## config.mk

```make
export PLATFORM = sky130hd
export DESIGN_NAME = rtc_calendar_core
export DESIGN_NICKNAME = d
export VERILOG_FILES = /design/src/rtl/rtcc_pkg.sv /design/src/rtl/rtcc_prescaler.sv /design/src/rtl/rtcc_hour_step.sv /design/src/rtl/rtcc_date_step.sv /design/src/rtl/rtc_calendar_core.sv
export SDC_FILE = /design/constraint.sdc
export NUM_CORES = 1
export LEC_CHECK = 0
export ABC_CLOCK_PERIOD_IN_PS = 2800
export CAP_MARGIN = 20
export CORE_ASPECT_RATIO = 0.75
export CORE_MARGIN = 10
export CORE_UTILIZATION = 45
export CTS_CLUSTER_SIZE = 40
export DETAILED_ROUTE_END_ITERATION = 6
export PLACE_DENSITY = 0.7
export SYNTH_ARGS = -nofsm -noshare
export SYNTH_HDL_FRONTEND = slang
export SYNTH_SLANG_ARGS = --single-unit
```

## constraint.sdc

```tcl
create_clock -name clk -period 2.8 [get_ports clk]
set_input_delay 0.56 -clock clk [delete_from_list [all_inputs] [get_ports clk]]
set_output_delay 0.56 -clock clk [all_outputs]
set_load 0.01 [all_outputs]
```

## src/rtl/rtcc_pkg.sv

```systemverilog
package rtcc_pkg;
  localparam int FIELD_W    = 8;
  localparam int IDX_W      = 3;
  localparam int NUM_FIELDS = 7;

  typedef logic [FIELD_W-1:0] bcd_byte_t;

  localparam logic [IDX_W-1:0] IX_SEC  = 3'd0;
  localparam logic [IDX_W-1:0] IX_MIN  = 3'd1;
  localparam logic [IDX_W-1:0] IX_HOUR = 3'd2;
  localparam logic [IDX_W-1:0] IX_WDAY = 3'd3;
  localparam logic [IDX_W-1:0] IX_MDAY = 3'd4;
  localparam logic [IDX_W-1:0] IX_MON  = 3'd5;
  localparam logic [IDX_W-1:0] IX_YEAR = 3'd6;

  // plain BCD increment, no range check
  function automatic bcd_byte_t bcd_inc(input bcd_byte_t v);
    if (v[3:0] >= 4'h9) bcd_inc = {v[7:4] + 4'h1, 4'h0};
    else                bcd_inc = v + 8'h01;
  endfunction

  // increment with wrap at an exact terminal value
  function automatic bcd_byte_t bcd_next(input bcd_byte_t v, input bcd_byte_t last,
                                         input bcd_byte_t first);
    bcd_next = (v == last) ? first : bcd_inc(v);
  endfunction

  // BCD two-digit year divisible by four
  function automatic logic bcd_leap(input bcd_byte_t y);
    if (y[4]) bcd_leap = (y[3:0] == 4'h2) || (y[3:0] == 4'h6);
    else      bcd_leap = (y[3:0] == 4'h0) || (y[3:0] == 4'h4) || (y[3:0] == 4'h8);
  endfunction

  function automatic bcd_byte_t bcd_month_end(input bcd_byte_t m, input logic leap);
    case (m)
      8'h02:                      bcd_month_end = leap ? 8'h29 : 8'h28;
      8'h04, 8'h06, 8'h09, 8'h11: bcd_month_end = 8'h30;
      default:                    bcd_month_end = 8'h31;
    endcase
  endfunction
endpackage

```

## src/rtl/rtcc_prescaler.sv

```systemverilog
module rtcc_prescaler #(
  parameter int DIV = 4
) (
  input  logic clk,
  input  logic rst_n,
  input  logic run,
  input  logic sub_tick,
  input  logic phase_clr,
  output logic sec_pulse
);
  localparam int CW = (DIV > 2) ? $clog2(DIV) : 1;
  localparam logic [CW-1:0] LAST = CW'(DIV - 1);

  logic [CW-1:0] cnt_q, cnt_d;
  logic          cnt_en;
  logic          at_last;

  assign at_last   = (cnt_q == LAST);
  assign sec_pulse = run && sub_tick && !phase_clr && at_last;

  always_comb begin
    cnt_en = 1'b0;
    cnt_d  = cnt_q;
    if (phase_clr) begin
      cnt_en = 1'b1;
      cnt_d  = '0;
    end else if (run && sub_tick) begin
      cnt_en = 1'b1;
      cnt_d  = at_last ? '0 : cnt_q + 1'b1;
    end
  end

  always_ff @(posedge clk or negedge rst_n) begin
    if (!rst_n)      cnt_q <= '0;
    else if (cnt_en) cnt_q <= cnt_d;
  end


  phase_range_chk: assert property (@(posedge clk) disable iff (!rst_n)
    cnt_q <= LAST);

  single_pulse_chk: assert property (@(posedge clk) disable iff (!rst_n)
    sec_pulse |=> !sec_pulse);

  phase_frozen_chk: assert property (@(posedge clk) disable iff (!rst_n)
    (!run && !phase_clr) |=> $stable(cnt_q));
endmodule

```

## src/rtl/rtcc_hour_step.sv

```systemverilog
module rtcc_hour_step
  import rtcc_pkg::*;
(
  input  bcd_byte_t hour_q,
  output bcd_byte_t hour_nx,
  output logic      day_carry
);
  logic       fmt12;
  logic       pm;
  logic [4:0] hr;

  assign fmt12 = hour_q[6];
  assign pm    = hour_q[5];
  assign hr    = hour_q[4:0];

  always_comb begin
    hour_nx   = hour_q;
    day_carry = 1'b0;
    if (!fmt12) begin
      hour_nx   = bcd_next(hour_q, 8'h23, 8'h00);
      day_carry = (hour_q == 8'h23);
    end else if (hr == 5'h12) begin
      hour_nx = {hour_q[7:5], 5'h01};
    end else if (hr == 5'h11) begin
      hour_nx   = {hour_q[7:6], ~pm, 5'h12};
      day_carry = pm;
    end else begin
      hour_nx = {hour_q[7:5], 5'(bcd_inc({3'b000, hr}))};
    end
  end
endmodule

```

## src/rtl/rtcc_date_step.sv

```systemverilog
module rtcc_date_step
  import rtcc_pkg::*;
(
  input  bcd_byte_t mday_q,
  input  bcd_byte_t mon_q,
  input  bcd_byte_t year_q,
  output bcd_byte_t mday_nx,
  output logic      mday_wrap,
  output bcd_byte_t mon_nx,
  output logic      mon_wrap,
  output bcd_byte_t year_nx
);
  bcd_byte_t last_day;

  assign last_day  = bcd_month_end(mon_q, bcd_leap(year_q));
  assign mday_wrap = (mday_q == last_day);
  assign mday_nx   = bcd_next(mday_q, last_day, 8'h01);
  assign mon_wrap  = (mon_q == 8'h12);
  assign mon_nx    = bcd_next(mon_q, 8'h12, 8'h01);
  assign year_nx   = bcd_next(year_q, 8'h99, 8'h00);
endmodule

```

## src/rtl/rtc_calendar_core.sv

```systemverilog
module rtc_calendar_core
  import rtcc_pkg::*;
#(
  parameter int SUB_TICKS_PER_SEC = 4
) (
  input  logic       clk,
  input  logic       rst_n,
  input  logic       sub_tick,
  input  logic       osc_off,
  input  logic       wr_protect,
  input  logic [2:0] reg_idx,
  input  logic       reg_we,
  input  logic [7:0] reg_wdata,
  output logic [7:0] reg_rdata
);
  // reset: asynchronous assert, synchronous release
  logic [1:0] rst_sync_q;
  logic       rst_int_n;

  always_ff @(posedge clk or negedge rst_n) begin
    if (!rst_n) rst_sync_q <= 2'b00;
    else        rst_sync_q <= {rst_sync_q[0], 1'b1};
  end
  assign rst_int_n = rst_sync_q[1];

  localparam bcd_byte_t RST_VAL [NUM_FIELDS] =
    '{8'h00, 8'h00, 8'h00, 8'h01, 8'h01, 8'h01, 8'h00};

  bcd_byte_t fld_q  [NUM_FIELDS];
  bcd_byte_t fld_d  [NUM_FIELDS];
  logic      fld_en [NUM_FIELDS];

  logic wr_ok, sec_wr, sec_adv;

  assign wr_ok  = reg_we && !wr_protect && (reg_idx < IDX_W'(NUM_FIELDS));
  assign sec_wr = wr_ok && (reg_idx == IX_SEC);

  rtcc_prescaler #(.DIV(SUB_TICKS_PER_SEC)) u_pre (
    .clk       (clk),
    .rst_n     (rst_int_n),
    .run       (!osc_off),
    .sub_tick  (sub_tick),
    .phase_clr (sec_wr),
    .sec_pulse (sec_adv)
  );

  bcd_byte_t hour_nx;
  logic      hour_day;

  rtcc_hour_step u_hour (
    .hour_q    (fld_q[IX_HOUR]),
    .hour_nx   (hour_nx),
    .day_carry (hour_day)
  );

  bcd_byte_t mday_nx, mon_nx, year_nx;
  logic      mday_wrap, mon_wrap;

  rtcc_date_step u_date (
    .mday_q    (fld_q[IX_MDAY]),
    .mon_q     (fld_q[IX_MON]),
    .year_q    (fld_q[IX_YEAR]),
    .mday_nx   (mday_nx),
    .mday_wrap (mday_wrap),
    .mon_nx    (mon_nx),
    .mon_wrap  (mon_wrap),
    .year_nx   (year_nx)
  );

  // carry chain
  logic c_min, c_hour, c_day, c_mon, c_year;

  assign c_min  = sec_adv && (fld_q[IX_SEC] == 8'h59);
  assign c_hour = c_min   && (fld_q[IX_MIN] == 8'h59);
  assign c_day  = c_hour  && hour_day;
  assign c_mon  = c_day   && mday_wrap;
  assign c_year = c_mon   && mon_wrap;

  always_comb begin
    fld_en[IX_SEC]  = sec_adv;
    fld_d[IX_SEC]   = bcd_next(fld_q[IX_SEC], 8'h59, 8'h00);
    fld_en[IX_MIN]  = c_min;
    fld_d[IX_MIN]   = bcd_next(fld_q[IX_MIN], 8'h59, 8'h00);
    fld_en[IX_HOUR] = c_hour;
    fld_d[IX_HOUR]  = hour_nx;
    fld_en[IX_WDAY] = c_day;
    fld_d[IX_WDAY]  = bcd_next(fld_q[IX_WDAY], 8'h07, 8'h01);
    fld_en[IX_MDAY] = c_day;
    fld_d[IX_MDAY]  = mday_nx;
    fld_en[IX_MON]  = c_mon;
    fld_d[IX_MON]   = mon_nx;
    fld_en[IX_YEAR] = c_year;
    fld_d[IX_YEAR]  = year_nx;
    // a write overrides the counting step for the addressed byte
    for (int i = 0; i < NUM_FIELDS; i++) begin
      if (wr_ok && (reg_idx == IDX_W'(i))) begin
        fld_en[i] = 1'b1;
        fld_d[i]  = reg_wdata;
      end
    end
  end

  for (genvar g = 0; g < NUM_FIELDS; g++) begin : g_fld
    always_ff @(posedge clk or negedge rst_int_n) begin
      if (!rst_int_n)    fld_q[g] <= RST_VAL[g];
      else if (fld_en[g]) fld_q[g] <= fld_d[g];
    end
  end

  assign reg_rdata = (reg_idx < IDX_W'(NUM_FIELDS)) ? fld_q[reg_idx] : '0;

  logic [NUM_FIELDS*FIELD_W-1:0] time_vec;
  always_comb begin
    for (int i = 0; i < NUM_FIELDS; i++) time_vec[i*FIELD_W +: FIELD_W] = fld_q[i];
  end


  osc_hold_chk: assert property (@(posedge clk) disable iff (!rst_int_n)
    (osc_off && !reg_we) |=> $stable(time_vec));

  wp_hold_chk: assert property (@(posedge clk) disable iff (!rst_int_n)
    (wr_protect && !sec_adv) |=> $stable(time_vec));

  sec_load_chk: assert property (@(posedge clk) disable iff (!rst_int_n)
    (reg_we && !wr_protect && reg_idx == IX_SEC) |=> (fld_q[IX_SEC] == $past(reg_wdata)));

  sec_wrap_chk: assert property (@(posedge clk) disable iff (!rst_int_n)
    (sec_adv && !reg_we && fld_q[IX_SEC] == 8'h59) |=>
      (fld_q[IX_SEC] == 8'h00 && fld_q[IX_MIN] != $past(fld_q[IX_MIN])));

  noon_chk: assert property (@(posedge clk) disable iff (!rst_int_n)
    (sec_adv && !reg_we && fld_q[IX_SEC] == 8'h59 && fld_q[IX_MIN] == 8'h59 &&
     fld_q[IX_HOUR] == 8'h51) |=>
      (fld_q[IX_HOUR] == 8'h72 && $stable(fld_q[IX_MDAY])));

  midnight_chk: assert property (@(posedge clk) disable iff (!rst_int_n)
    (sec_adv && !reg_we && fld_q[IX_SEC] == 8'h59 && fld_q[IX_MIN] == 8'h59 &&
     fld_q[IX_HOUR] == 8'h71) |=>
      (fld_q[IX_HOUR] == 8'h52 && fld_q[IX_MDAY] != $past(fld_q[IX_MDAY])));
endmodule

```

==> flow_metrics.py, run 1 <==
metrics = {
    "status": {
        "status": "finished, final reports clean",
    },
    "critical_path": {
        "r2r-start": "fld_q[36]",
        "start_kind": "flop",
        "r2r_end": "fld_q[19]",
        "required_ns": 3.06,
        "ff2ff_path_depth": 10,
        "rrSetupSlack_ns": 0.11,
        "criticalPathCategory": "reg -> reg",
        "crit_path_end_kind": "flop",
        "path_max_fanout": 7,
        "cp.arrival_ns": 2.95,
    },
    "sta": {
        "tightestPinTransition_ns": 0.831,
        "setup_violations": 0,
        "holdWs_ns": 0.365,
        "slew_viol_final": 0,
        "finalSetupTns_ns": 0,
        "fmax_mhz": 372,
        "hold_viol": 0,
        "fin_crit_ns": 2.69,
        "timing.final.crit_share_pct": 96.1,
        "layout_setup_ws_ns": 0.109,
        "relSlewSlack_pct": 44.6,
        "worst_clock_skew_ns": 0.00811,
    },
    "drt": {
        "ant_nets": 0,
        "drt_pass1_iterations": 6,
        "remaining_drc_errors": 0,
        "wl_per_cell_um": 19.9,
        "vias_per_cell": 6.26,
        "dr_total_vias": 4922,
        "wirelength_um": 15600,
        "drtIter0Drc": 522,
    },
    "place": {
        "gp_congestion": 0.952,
        "dp_hpwl_um": 11600,
        "pre_cts_ws_ns": -0.288,
        "postPlaceCellArea_um2": 5550,
        "io_buffers": 24,
    },
    "final_layout": {
        "syn_to_final_growth_pct": 22.7,
        "stdcell_area_um2": 5930,
        "fill_cells": 921,
        "post-route-util_pct": 57.2,
        "nets": 703,
        "n_antenna_cell": 0,
        "drive_gt1_share_pct": 16.3,
    },
    "synthesis": {
        "synthArstFlopShare_pct": 100,
        "synth_ff_type": "dfrtp_1",
        "synth_seq_cells": 60,
        "synth_area_um2": 4840,
        "synth_cell_types": 68,
        "avgSynthCellArea_um2": 8.38,
        "yosysWarnings": 0,
        "yosysSeqAreaShare_pct": 31.1,
        "synth_nets": 635,
        "synth_edf_count": 0,
        "syn_inst": 577,
    },
    "clock_network": {
        "cts.root.buffer_cell": "clkbuf_16",
        "clk_latency_ns": 0.34,
        "cts_tree": "yes",
        "clock_path_buffers": 2,
        "h-tree-depth": 3,
        "hold_buffers": 0,
        "cts_sinks": 60,
        "numCtsBuffers": 9,
        "cts.clk_slew.worst_paths_ns": 0.05,
    },
    "flow_run": {
        "cap_violations": 0,
    },
    "global_route": {
        "grtUsageMet3_pct": 5.08,
        "grt_use_total_pct": 20.2,
        "grt_pass1_vias": 4578,
        "grt-busiest-layer": "met2",
        "overflow": 0,
        "grt_use_met1_pct": 26.6,
        "grtUsageMet2_pct": 31.4,
        "grt_max_degree": 34,
        "antenna_found_initial": 0,
        "grt_first_pass_wirelength_um": 24800,
    },
    "floorplanning": {
        "dieHeight_um": 110,
        "num_io_pins": 25,
        "fp-row-count": 32,
        "initial_core_util_pct": 46.6,
        "fp.dieArea_um2": 15300,
        "die_x_um": 140,
        "core-area_um2": 10400,
    },
    "hold_path": {
        "hold_class": "reg -> async",
    },
    "power_and_ir_drop": {
        "p_leak_nw": 2.56,
        "ir_drop_v": 0.000368,
        "power_density_nw_per_um2": 664,
    },
}
-- worst max-delay path: stages, from the launching register on --
cell and delay (ns):
dfrtp_1 0.47, inv_1 0.12, ha_1 0.17, nor4bb_2 0.35
a22oi_1 0.24, nand3b_1 0.41, buf_4 0.26, nor3_1 0.20
buf_4 0.16, a21oi_1 0.06, o211ai_1 0.16
-- cells in the mapped netlist (all sizes together) (2+ instances only) --
master | instances | area, um2
nor2 | 72 | 270
dfrtp | 57 | 1430
nand2 | 53 | 199
a21oi | 51 | 255
o21ai | 42 | 210
ha | 41 | 513
inv | 33 | 124
nand3 | 33 | 170
a31oi | 18 | 113
clkbuf | 15 | 57.6
nor3 | 12 | 60.1
and3 | 11 | 68.8
mux2i | 11 | 110
or4 | 10 | 78.8
nand4 | 9 | 71.3
mux4 | 8 | 180
buf | 7 | 45.0
nor2b | 7 | 43.8
and2 | 6 | 40.0
o211ai | 6 | 45.0
nand2b | 5 | 31.3
o31ai | 5 | 37.5
or3 | 5 | 31.3
a22oi | 4 | 30.0
nand3b | 4 | 33.8
nor4bb | 4 | 40.0
o31a | 4 | 36.3
a2111oi | 3 | 70.1
dfstp | 3 | 78.8
nor4b | 3 | 26.3
xor2 | 3 | 26.3
a32oi | 2 | 17.5
and3b | 2 | 17.5
mux2 | 2 | 22.5
nor3b | 2 | 20.0
nor4 | 2 | 12.5
o2bb2ai | 2 | 17.5
-- registers in the layout, indices dropped and copies added, names as in the netlist --
name,flops
rst_sync_q,2
u_pre.cnt_q,2
fld_q,56
-- repair_timing --
action / in CTS / in global routing
pin swaps: 0 / 1
cloned: 0 / 1
endpoints found under the setup margin: 11 / 14
setup buffers: 0 / 2
gates resized for setup: 11 / 8
-- per-layer routing --
metal  vias to the layer above  part of all wire (%)
li1                       2243                     -
met1                      2366                    43
met2                       267                    44
met3                        46                    10
met4                         0                   3.1
met5                         -                     0
-- how the worst max path moves through the flow --
| stage | from | endpoint | slack (ns) | depth (start not counted) |
|---|---|---|---|---|
| after detailed placement | reg_idx[1] | fld_q[5] | -0.29 | 9 |
| after global placement | reg_idx[1] | reg_rdata[3] | -0.19 | 7 |
| after global routing | fld_q[36] | fld_q[19] | -0.01 | 10 |
| after floorplan | reg_idx[2] | fld_q[1] | 0.16 | 10 |
| after CTS | reg_idx[0] | reg_rdata[3] | 0.01 | 6 |
| final | fld_q[36] | fld_q[19] | 0.11 | 10 |
-- per-stage QoR --
| step | std cells | total power [mW] |
|---|---|---|
| 3_3_place_gp | 767 | 2.65 |
| 3_5_place_dp | 767 | 2.72 |
| 6_report | 786 | 3.94 |
| 2_1_floorplan | 577 | 2.16 |
| 4_1_cts | 783 | 3.90 |
| 5_1_grt | 786 | 4.16 |
-- cells in the final DEF (no fill, tap or decap), types with 12 or more instances in the layout --
master / instances
dfrtp_1: 55
a21oi_1: 51
nor2_1: 72
buf_4: 52
nor3_1: 12
clkdlybuf4s50_1: 14
o21ai_0: 42
nand3_1: 32
ha_1: 39
nand2_1: 53
a31oi_1: 18
inv_1: 33
-- kinds of logic (layout without fill, tap and decap cells) --
logic type	Yosys count	in the layout	share of synthesized area [%]
XOR/XNOR	4	4	0.725
AO/OA/AOI/OAI	151	151	20.1
other	1	1	0.0775
AND/OR/NAND/NOR	244	245	26.3
adder cells (fa/ha/maj)	41	41	10.6
multiplexers	21	21	6.47
buffers and inverters	55	127	4.68
flip-flops	60	60	31.1
-- final cells by class --
cell class	instances	area, um2	share of cell area (%)
inverters	33	124	2.09
multi-input cells	463	3150	53.2
clock buffers	13	280	4.72
repair buffers	78	653	11.0
well taps	136	170	2.87
flip-flops and latches	60	1510	25.4
clock inverters	3	42.5	0.717
-- power by group --
group / internal, mW / switching, mW
combinational: 0.615 / 0.701
clock: 0.784 / 0.412
sequential: 1.09 / 0.339
No activity file was read; power rests on OpenSTA's default activity.
==> run 2, diff against run 1 <==
SLEW_MARGIN = 20   (was not set)
==> results of run 2 <==
No change in the layout: final DEF, timing and power equal those of run 1.
==> run 3, diff against run 2 <==
CORE_UTILIZATION = 50   (was 45)
PLACE_DENSITY = 0.75   (was 0.7)
==> flow_metrics.py, run 3 (synthesis gave the netlist of run 1 again) <==
metrics = {
    "final_layout": {
        "n_antenna_cell": 0,
        "drive_gt1_share_pct": 17.7,
        "syn_to_final_growth_pct": 25.0,
        "final_common_cell": "nor2_1",
        "layout_common_cells": "nor2_1, buf_4, dfrtp_1",
        "largest_reg_flops": 56,
        "stdcell_count": 785,
        "nets": 710,
        "top_register": "fld_q",
        "stdcell_area_um2": 6050,
        "fill_cells": 765,
        "top_regs": "fld_q: 56 flops, rst_sync_q: 2 flops, u_pre.cnt_q: 2 flops",
        "post-route-util_pct": 65.5,
    },
    "critical_path": {
        "start_kind": "flop",
        "cp_cell_sequence": "or4_4, a2111oi_4, a311o_2, o311a_4, nand4_4, or4_1, a31oi_1",
        "r2r-start": "fld_q[14]",
        "required_ns": 3.05,
        "crit_path_end_kind": "flop",
        "path_max_fanout": 11,
        "slowest_delay_ns": 0.58,
        "rrSetupSlack_ns": 0.14,
        "criticalPathCategory": "reg -> reg",
        "critPathSlowestCell": "or4_4",
        "cp.arrival_ns": 2.92,
        "ff2ff_path_depth": 7,
        "r2r_end": "fld_q[5]",
    },
    "clock_network": {
        "hold_buffers": 0,
        "numCtsBuffers": 9,
        "clock_path_buffers": 2,
        "cts_sinks": 60,
        "cts_tree": "yes",
        "cts.clk_slew.worst_paths_ns": 0.05,
        "h-tree-depth": 3,
        "cts.root.buffer_cell": "clkbuf_16",
        "clk_latency_ns": 0.33,
    },
    "sta": {
        "holdWs_ns": 0.254,
        "fin_crit_ns": 2.66,
        "worst_clock_skew_ns": 0.00603,
        "slew_viol_final": 0,
        "fmax_mhz": 375,
        "rsz0062_at_grt": "no",
        "finalSetupTns_ns": 0,
        "hold_viol": 0,
        "relSlewSlack_pct": 54.2,
        "setup_violations": 0,
        "tightestPinTransition_ns": 0.681,
        "timing.final.crit_share_pct": 95.2,
    },
    "global_route": {
        "antenna_found_initial": 1,
        "grt_max_degree": 37,
        "grt_use_total_pct": 21.3,
        "grt_first_pass_wirelength_um": 24300,
        "grt_pass1_vias": 4535,
        "overflow": 0,
    },
    "place": {
        "postPlaceCellArea_um2": 5570,
        "dp_hpwl_um": 11200,
        "io_buffers": 24,
        "dp.cells": 762,
        "gp_congestion": 0.981,
    },
    "drt": {
        "vias_per_cell": 6.26,
        "wl_per_cell_um": 19.4,
        "drt_pass1_iterations": 5,
        "ant_nets": 0,
        "wirelength_um": 15300,
        "drtIter0Drc": 526,
        "dr_total_vias": 4915,
        "remaining_drc_errors": 0,
    },
    "status": {
        "status": "finished, final reports clean",
    },
    "floorplanning": {
        "dieHeight_um": 105,
        "num_io_pins": 25,
        "fp-row-count": 30,
        "die_x_um": 134,
        "initial_core_util_pct": 52.4,
        "fp.dieArea_um2": 14000,
        "core-area_um2": 9230,
    },
    "hold_path": {
        "hold_class": "reg -> async",
    },
    "power_and_ir_drop": {
        "p_leak_nw": 2.61,
        "ir_drop_v": 0.000462,
        "power_density_nw_per_um2": 676,
    },
    "flow_run": {
        "cap_violations": 0,
    },
}
run 3: repair_timing:
| item | 4_1_cts | 5_1_grt |
|---|---|---|
| resized for setup | 11 | 14 |
| endpoints found under the setup margin | 15 | 19 |
| pin swaps | 0 | 2 |
| cloned | 1 | 0 |
| buffers inserted | 6 | 0 |
run 3: metrics by stage:
stage	power, mW	worst slack, ns
2_1_floorplan	2.16	0.162
3_3_place_gp	2.66	-0.276
3_5_place_dp	2.72	-0.308
4_1_cts	4.04	0.0447
5_1_grt	4.33	0.00231
6_report	4.09	0.135
run 3: final cells by class:
cell class,count,area (um2),area share [%]
Sequential cell,60,1510,24.9
Inverter,33,124,2.05
Clock buffer,12,256,4.24
Timing Repair Buffer,86,727,12.0
Clock inverter,4,95.1,1.57
Multi-Input combinational cell,462,3180,52.5
Tap cell,128,160,2.65
run 3: worst max-delay path by stage:
stage               start            to
6_report        fld_q[14]      fld_q[5]
5_1_grt         fld_q[41]      fld_q[5]
4_1_cts         fld_q[41]     fld_q[10]
3_5_place_dp   reg_idx[0]     fld_q[10]
3_3_place_gp   reg_idx[1]  reg_rdata[2]
2_1_floorplan  reg_idx[2]      fld_q[1]
run 3: layer usage:
metal  up-vias  track usage, %  wire length, um
li1       2260               -                -
met1      2362            29.5             6720
met2       260            31.3             6570
met3        31            6.03             1590
met4         2            6.67              338
met5         -               0               30
run 3: report_power, final:
part | internal (mW) | switching [mW]
Clock | 0.916 | 0.392
Combinational | 0.647 | 0.751
Sequential | 1.09 | 0.296
run 3: critical path, delay by kind of cell, from the launching register on:
kind	cells	cell delay [ns]
simple gates	3	1.26
compound gates	4	0.92
flops	1	0.39
